==> src/rtl/peak_pkg.sv <==
package peak_pkg;
  typedef enum logic {
    CH_LEFT  = 1'b0,
    CH_RIGHT = 1'b1
  } chan_e;
  localparam int unsigned NUM_CH = 2;
endpackage

==> src/rtl/peak_mag.sv <==
module peak_mag #(
  parameter int unsigned DATA_W = 18,
  parameter int unsigned PEAK_W = 15
) (
  input  logic [DATA_W-1:0] data_i,
  output logic [PEAK_W-1:0] peak_o
);
  localparam int unsigned MAG_W = DATA_W - 1;

  logic [DATA_W-1:0] neg_w;
  logic              is_min;
  logic [MAG_W-1:0]  mag_w;
  logic              unused_mag;

  assign neg_w  = (~data_i) + 1'b1;
  assign is_min = (data_i == {1'b1, {MAG_W{1'b0}}});

  always_comb begin
    if (is_min)               mag_w = {MAG_W{1'b1}};
    else if (data_i[MAG_W])   mag_w = neg_w[MAG_W-1:0];
    else                      mag_w = data_i[MAG_W-1:0];
  end

  // keep upper PEAK_W bits of the magnitude
  assign peak_o     = mag_w[MAG_W-1 -: PEAK_W];
  assign unused_mag = &{1'b0, mag_w, neg_w[MAG_W]};

  initial begin
    assert (PEAK_W < MAG_W) else $error("PEAK_W must be below DATA_W-1");
  end
endmodule

==> src/rtl/peak_hold.sv <==
module peak_hold #(
  parameter int unsigned PEAK_W = 15
) (
  input  logic              clk_i,
  input  logic              rst_ni,
  input  logic              hit_i,
  input  logic [PEAK_W-1:0] sample_i,
  input  logic              clr_i,
  output logic [PEAK_W-1:0] peak_o
);
  logic [PEAK_W-1:0] peak_q;

  always_ff @(posedge clk_i or negedge rst_ni) begin
    if (!rst_ni) begin
      peak_q <= '0;
    end else if (clr_i) begin
      // restart from a coincident sample so it is not lost
      peak_q <= hit_i ? sample_i : '0;
    end else if (hit_i && (sample_i > peak_q)) begin
      peak_q <= sample_i;
    end
  end

  assign peak_o = peak_q;

  assert_clear_R6: assert property (@(posedge clk_i) disable iff (!rst_ni)
    (clr_i && !hit_i) |=> (peak_o == '0));

  assert_restart_R7: assert property (@(posedge clk_i) disable iff (!rst_ni)
    (clr_i && hit_i) |=> (peak_o == $past(sample_i)));

  assert_grow_only_R2: assert property (@(posedge clk_i) disable iff (!rst_ni)
    !clr_i |=> (peak_o >= $past(peak_o)));

  assert_no_touch_R10: assert property (@(posedge clk_i) disable iff (!rst_ni)
    (!clr_i && !hit_i) |=> $stable(peak_o));

  assert_reaches_max_R2: assert property (@(posedge clk_i) disable iff (!rst_ni)
    (!clr_i && hit_i) |=> (peak_o >= $past(sample_i)));
endmodule

==> src/rtl/peak_level_det.sv <==
module peak_level_det
  import peak_pkg::*;
#(
  parameter int unsigned DATA_W = 18,
  parameter int unsigned PEAK_W = 15,
  localparam int unsigned FLD_W  = PEAK_W + 1,
  localparam int unsigned WORD_W = NUM_CH * FLD_W
) (
  input  logic              clk_i,
  input  logic              rst_ni,
  input  logic              src_sel_i,
  input  logic              pre_vld_i,
  input  logic              pre_chan_i,
  input  logic [DATA_W-1:0] pre_data_i,
  input  logic              post_vld_i,
  input  logic              post_chan_i,
  input  logic [DATA_W-1:0] post_data_i,
  input  logic              rd_done_i,
  output logic [WORD_W-1:0] peak_word_o
);
  logic              vld;
  logic              chan;
  logic [DATA_W-1:0] data;
  logic [PEAK_W-1:0] sample;

  assign vld  = src_sel_i ? post_vld_i  : pre_vld_i;
  assign chan = src_sel_i ? post_chan_i : pre_chan_i;
  assign data = src_sel_i ? post_data_i : pre_data_i;

  peak_mag #(.DATA_W(DATA_W), .PEAK_W(PEAK_W)) u_mag (
    .data_i (data),
    .peak_o (sample)
  );

  for (genvar c = 0; c < NUM_CH; c++) begin : g_ch
    logic [PEAK_W-1:0] peak;
    logic              hit;
    assign hit = vld && (chan == c[0]);

    peak_hold #(.PEAK_W(PEAK_W)) u_hold (
      .clk_i    (clk_i),
      .rst_ni   (rst_ni),
      .hit_i    (hit),
      .sample_i (sample),
      .clr_i    (rd_done_i),
      .peak_o   (peak)
    );

    // id bit first, magnitude LSB next
    assign peak_word_o[c*FLD_W]                 = c[0];
    assign peak_word_o[c*FLD_W+1 +: PEAK_W]     = peak;
  end

  assert_src_ignore_R8: assert property (@(posedge clk_i) disable iff (!rst_ni)
    (!rd_done_i && !(src_sel_i ? post_vld_i : pre_vld_i)) |=> $stable(peak_word_o));

  assert_clear_word_R6: assert property (@(posedge clk_i) disable iff (!rst_ni)
    (rd_done_i && !vld) |=> (peak_word_o == WORD_W'({1'b1, {FLD_W{1'b0}}})));
endmodule

==> config.mk <==
export PLATFORM = sky130hd
export DESIGN_NAME = peak_level_det
export DESIGN_NICKNAME = d
export VERILOG_FILES = /design/src/rtl/peak_pkg.sv /design/src/rtl/peak_mag.sv /design/src/rtl/peak_hold.sv /design/src/rtl/peak_level_det.sv
export SDC_FILE = /design/constraint.sdc
export NUM_CORES = 1
export LEC_CHECK = 0
export BUFFER_PORTS_ARGS = -buffer_cell sky130_fd_sc_hd__clkbuf_2
export CAP_MARGIN = 10
export CORE_MARGIN = 3
export CORE_UTILIZATION = 48
export CTS_CLUSTER_DIAMETER = 30
export DETAILED_ROUTE_END_ITERATION = 12
export GPL_TIMING_DRIVEN = 1
export PLACE_DENSITY = 0.77
export SLEW_MARGIN = 10
export SYNTH_ARGS = -nofsm -noshare
export SYNTH_HDL_FRONTEND = slang
export SYNTH_SLANG_ARGS = --single-unit
export TNS_END_PERCENT = 100
==> constraint.sdc <==
create_clock -name clk_i -period 2.1 [get_ports clk_i]
set_input_delay 0.42 -clock clk_i [delete_from_list [all_inputs] [get_ports clk_i]]
set_output_delay 0.42 -clock clk_i [all_outputs]
set_load 0.03 [all_outputs]
==> results of run 1 <==
## what timing repair did
item | 4_1_cts | 5_1_grt
buffers inserted | 14 | 6
endpoints found under the setup margin | 30 | 30
pin swaps | 20 | 20
gates resized for setup | 27 | 16
cloned | 0 | 2
## cells by family after synthesis
| family | Yosys count | synth area share |
|---|---|---|
| multiplexers | 19 | 0.0758 |
| other | 2 | 0.00271 |
| AO/OA/AOI/OAI | 84 | 0.230 |
| flip-flops | 30 | 0.271 |
| XOR/XNOR | 8 | 0.0253 |
| buffers and inverters | 45 | 0.0727 |
| AND/OR/NAND/NOR | 91 | 0.187 |
| adder cells (fa/ha/maj) | 30 | 0.135 |
## power by group through the flow
stage | combinational, mW | sequential (mW) | clock, mW
after global routing | 1.77 | 0.793 | 0.469
final | 1.63 | 0.779 | 0.431
after detailed placement | 1.41 | 0.783 | 0
after CTS | 1.50 | 0.775 | 0.439
after floorplan | 0.717 | 0.980 | 0
after global placement | 1.36 | 0.781 | 0
## worst reg2reg max path: stages (launching register included)
cell,delay (ns)
dfrtp_1,0.40
inv_1,0.06
ha_1,0.31
nor2b_1,0.14
o21ai_0,0.24
a21oi_1,0.12
o21ai_1,0.32
a21oi_4,0.11
buf_12,0.16
a22o_1,0.18
## area by class of cell
class / count / area (um2) / share of cell area
repair buffers: 152 / 1030 / 0.246
flip-flops and latches: 30 / 751 / 0.179
clock buffers: 5 / 68.8 / 0.0164
clock inverters: 2 / 10.0 / 0.00238
well taps: 72 / 90.1 / 0.0214
inverters: 32 / 120 / 0.0286
multi-input cells: 236 / 2130 / 0.507
## worst paths after layout
check | start | end | slack [ns] | depth (start not counted)
worst min register to register | g_ch[0].u_hold.peak_o[14] | g_ch[0].u_hold.peak_o[14] | 0.53 | 1
min in group clk_i | g_ch[0].u_hold.peak_o[14] | g_ch[0].u_hold.peak_o[14] | 0.53 | 1
max in group asynchronous | rst_ni | g_ch[0].u_hold.peak_o[2] | 1.43 | 1
worst min-delay path | rst_ni | g_ch[0].u_hold.peak_o[12] | 0.20 | 1
worst max-delay path | post_data_i[5] | g_ch[0].u_hold.peak_o[12] | -1.29 | 18
worst max register to register | g_ch[1].u_hold.peak_o[1] | g_ch[1].u_hold.peak_o[13] | -0.05 | 9
## layout by cell type (no fill, tap or decap), types with 4 or more instances in the layout
cell / n
clkbuf_2: 71
buf_4: 70
inv_1: 32
a22o_1: 31
dfrtp_1: 30
nand2_1: 23
ha_1: 22
nor2_1: 13
a21oi_1: 13
mux2i_1: 12
ha_4: 8
nand2_2: 7
o21ai_0: 7
buf_6: 7
nand3_1: 6
nand4_1: 6
clkbuf_8: 6
mux2_2: 5
or3b_1: 4
xnor2_1: 4
## metrics by stage
stage               worst slack [ns]  instance area, um2  TNS (ns)  utilization
global placement               -1.72                3710    -50.51        0.670
detailed placement             -1.78                3710    -51.88        0.670
finish                         -1.29                4200    -37.51        0.758
CTS                            -1.27                4040    -37.37        0.729
global route                   -1.40                4200    -41.17        0.758
floorplan                      -1.23                2890    -35.23            -
## metal layers
| metal | up-vias | routed length (um) | GRT usage |
|---|---|---|---|
| met5 | - | 0 | 0 |
| met4 | 0 | 205 | 0.0714 |
| li1 | 1436 | - | - |
| met2 | 152 | 4150 | 0.431 |
| met3 | 25 | 578 | 0.0340 |
| met1 | 1409 | 3580 | 0.322 |
==> results_dict.tcl, run 1 <==
set metrics [dict create \
    place_inst 501 \
    drtPass1Iterations 5 \
    layout-drive-gt1-share 0.473 \
    synth_area_um2 2770 \
    largest_reg_flops 30 \
    p_leak_nw 2.05 \
    relSlewSlack 0.504 \
    cts_buffers 5 \
    synth_flop_cell "dfrtp_1" \
    fill_cells 390 \
    synthMostInstantiatedCell "inv_1" \
    synth_cell_types 53 \
    clk_path_buf_depth 2 \
    place.gp.congestion 0.853 \
    drc_errors 0 \
    hold_viol 0 \
    grt_pass1_wl_um 13100 \
    yosys-top-cells-area "dfrtp_1 (27%), ha_1 (14%), a22o_1 (9.8%)" \
    cp_cell_sequence "buf_6, or4b_4, a222oi_1, buf_4, and3_4, buf_6, nand3_4, a21boi_2, buf_4, ha_4, nand4_1, nor3_2, nand2_1, buf_6, o21ai_4, a21oi_4, buf_6, a22o_1" \
    cts.sinks 30 \
    drtIter0Drc 158 \
    required_ns 2.27 \
    outcome "finished with violations" \
    p_sw_mw 1.21 \
    synth-async-reset-ratio 1.00 \
    worst_slack_ns -1.29 \
    grt_pass1_vias 2891 \
    grt_max_degree 31 \
    slew_viol_final 0 \
    numPortBuffers 73 \
    critPathMostFrequentCell "buf_6" \
    io_pins 76 \
    htreeDepth 2 \
    ys_ff_latch 30 \
    ir_worst_vdd_mv 0.404 \
    critical_path_class "primary input to register" \
    cts_tree "yes" \
    coreArea_um2 5540 \
    min_period_ns 3.39 \
    whs_ns 0.196 \
    clk_pin_slew_ns 0.06 \
    endpoint_kind "register" \
    ys_seq_area_frac 0.271 \
    holdBufCountCts 0 \
    grt_overflow 0 \
    initial_core_util 0.500 \
    worst-path-buf-inv 6 \
    rsz0062_at_grt "yes" \
    crit_slowest_cell "or4b_4" \
    worst_slew_pin_slew_ns 0.745 \
    fp.dieW_um 82.0 \
    fp.dieH_um 82.0 \
    rows 27 \
    total_power_mw 2.84 \
    seq_power_share 0.274 \
    p_clk_frac 0.152 \
    root_buffer "clkbuf_8" \
    timing.fmax_ghz 0.295 \
    stdcell_count 529 \
    switching_share 0.427 \
    syn_inst 309 \
    internal-power_mw 1.63 \
    clock_latency_ns 0.28 \
    viasPerCell 5.71 \
    vias 3022 \
    fin_nets 531 \
    critPathTopFamily "simple AND/OR/NAND/NOR gates" \
    wl_per_cell_um 16.1 \
    ant_nets 0 \
    synth_edf_count 0 \
    yosysTopAreaCellShare 0.271 \
    dp_hpwl_um 6060 \
    hp-class "primary input to async pin" \
    antennaDiodeCount 0 \
    cpPeakStageDelay_ns 0.53 \
    synthTopCellsByCount "inv_1 (32), a22o_1 (31), dfrtp_1 (30), ha_1 (30), nand2_1 (24)" \
    yosys_warnings 0 \
    routed_wirelength_um 8510 \
    start_kind "primary input" \
    design.die.area_um2 6720 \
    violations "negative setup slack" \
    fin_skew_ns 0.00439 \
    cap_viol_max_count 0 \
    worstPathArrival_ns 3.55 \
    min_period_over_period 1.61 \
    track_usage 0.249 \
    setup_viol 30 \
    power.density_nw_per_um2 676 \
    syn-num-nets 383 \
    syn2layout_area_growth_pct 51.6 \
    crit_fanout 6 \
    antenna_found_initial 0 \
    syn_area_per_cell_um2 8.97 \
    pwr-share-comb 0.574 \
    yosysTopAreaCell "dfrtp_1" \
]
(Power assumes the default switching activity.)
==> run 2, diff against run 1 <==
CORE_ASPECT_RATIO = 0.75   (was default)
CORE_MARGIN = default   (was 3)
==> results_dict.tcl, run 2 (synthesis gave the netlist of run 1 again) <==
set metrics [dict create \
    critical_path_class "primary input to register" \
    numPortBuffers 73 \
    holdBufCountCts 0 \
    htreeDepth 2 \
    grt_overflow 0 \
    worstPathArrival_ns 3.69 \
    antennaDiodeCount 0 \
    cp_cell_sequence "clkbuf_16, buf_16, or4b_4, buf_4, a22oi_4, a31oi_2, xor2_1, nand2_2, ha_4, nand4_1, nor3_2, nand2_1, o21ai_2, a21oi_4, buf_12, a22o_1" \
    final_cell_mix "buf_4 (72), clkbuf_2 (71), inv_1 (32), a22o_1 (31), dfrtp_1 (30)" \
    design.die.area_um2 6080 \
    clk_path_buf_depth 2 \
    fin_nets 537 \
    fp.dieW_um 89.7 \
    setup_viol 30 \
    syn2layout_area_growth_pct 59.9 \
    layout-drive-gt1-share 0.515 \
    fp.dieH_um 67.8 \
    timing.fmax_ghz 0.284 \
    p_leak_nw 2.14 \
    wl_per_cell_um 20.7 \
    whs_ns 0.176 \
    min_period_over_period 1.68 \
    drc_errors 0 \
    ir_worst_vdd_mv 0.582 \
    antenna_found_initial 0 \
    dp_hpwl_um 6340 \
    outcome "finished with violations" \
    largest_reg_flops 30 \
    ant_nets 0 \
    worst_slack_ns -1.42 \
    drtIter0Drc 272 \
    drtPass1Iterations 5 \
    vias 3296 \
    multi_input_area_um2 2210 \
    start_kind "primary input" \
    cpPeakStageDelay_ns 0.47 \
    worst_slew_pin_slew_ns 0.721 \
    clk_pin_slew_ns 0.07 \
    total_power_mw 3.22 \
    grt_max_degree 31 \
    layout_commonest_cell "buf_4" \
    place.gp.congestion 0.853 \
    initial_core_util 0.510 \
    fin_skew_ns 0.00606 \
    cts_tree "yes" \
    crit_fanout 10 \
    rsz0062_at_grt "yes" \
    cts_buffers 5 \
    viasPerCell 6.12 \
    cap_viol_max_count 0 \
    grt_pass1_wl_um 14300 \
    relSlewSlack 0.520 \
    regArea_um2 751 \
    min_period_ns 3.52 \
    root_buffer "clkbuf_8" \
    slew_viol_final 0 \
    crit_slowest_cell "or4b_4" \
    routed_wirelength_um 11100 \
    fill_cells 317 \
    rows 23 \
    io_pins 76 \
    endpoint_kind "register" \
    power.density_nw_per_um2 726 \
    hp-class "primary input to async pin" \
    hold_viol 0 \
    required_ns 2.28 \
    violations "negative setup slack" \
    reg2regPathDepth 9 \
    grt_pass1_vias 3121 \
    fin_util 0.815 \
    coreArea_um2 5440 \
    clock_latency_ns 0.29 \
    track_usage 0.302 \
    cts.sinks 30 \
]
==> run 2: cell types whose count changed in the layout (fill, tap and decap cells not counted), moves of 3 or more <==
cell,delta
ha_1,-5
ha_4,+5
o21ai_2,+4
nand2_1,-3
o21ai_0,-3
==> run 2: where the power goes <==
group          internal, mW  switching (mW)  total, mW  leakage, nW
registers             0.684           0.106      0.789        0.397
clock network         0.349           0.235      0.583       0.0579
logic                 0.817            1.03       1.84         1.68
total                  1.85            1.37       3.22         2.14
==> run 2: area by class of cell <==
cell class                 instances  share of cell area
clock buffer                       5              0.0155
clock inverter                     3             0.00904
sequential                        30               0.169
timing repair buffer             159               0.258
multi-input combinational        235               0.500
tap                               75              0.0212
inverter                          32              0.0271
==> run 2: stage by stage <==
stage,instance area [um2],worst slack (ns),TNS [ns],std cells
final,4430,-1.42,-40.01,539
after global routing,4430,-1.50,-42.03,539
after CTS,4140,-1.19,-34.65,528
after detailed placement,3740,-1.85,-53.01,506
after global placement,3740,-1.75,-50.61,506
after floorplan,2890,-1.23,-35.23,309
==> run 2: repair_timing <==
| action | 4_1_cts | 5_1_grt |
|---|---|---|
| gates resized for setup | 37 | 32 |
| cloned | 3 | 0 |
| buffers inserted | 12 | 11 |
| pin swaps | 38 | 39 |
| endpoints found under the setup margin | 30 | 30 |
==> run 2: routing by layer <==
| layer | vias to the layer above | share of wire | global-route usage |
|---|---|---|---|
| met3 | 59 | 0.067 | 0.0574 |
| met2 | 196 | 0.49 | 0.564 |
| met1 | 1598 | 0.40 | 0.351 |
| li1 | 1443 | - | - |
| met4 | 0 | 0.046 | 0.115 |
| met5 | - | 0 | 0 |
==> run 2: path summary, 6_finish.rpt <==
check	startpoint	to	slack, ns
worst max-delay path	src_sel_i	g_ch[0].u_hold.peak_o[6]	-1.42
worst min-delay path	rst_ni	g_ch[0].u_hold.peak_o[10]	0.18
worst max register to register	g_ch[0].u_hold.peak_o[13]	g_ch[0].u_hold.peak_o[6]	-0.10
worst min register to register	g_ch[0].u_hold.peak_o[11]	g_ch[0].u_hold.peak_o[11]	0.54
max in group asynchronous	rst_ni	g_ch[0].u_hold.peak_o[4]	1.46
min in group clk_i	g_ch[0].u_hold.peak_o[11]	g_ch[0].u_hold.peak_o[11]	0.54
==> run 2: critical path: cells and delay by family <==
kind	cells	cell delay [ns]
AOI/OAI and AO/OA	5	0.93
xor gates and xnor gates	1	0.24
adders and majority gates	1	0.32
buffers and inverters	4	0.56
and+or+nand+nor	5	1.22
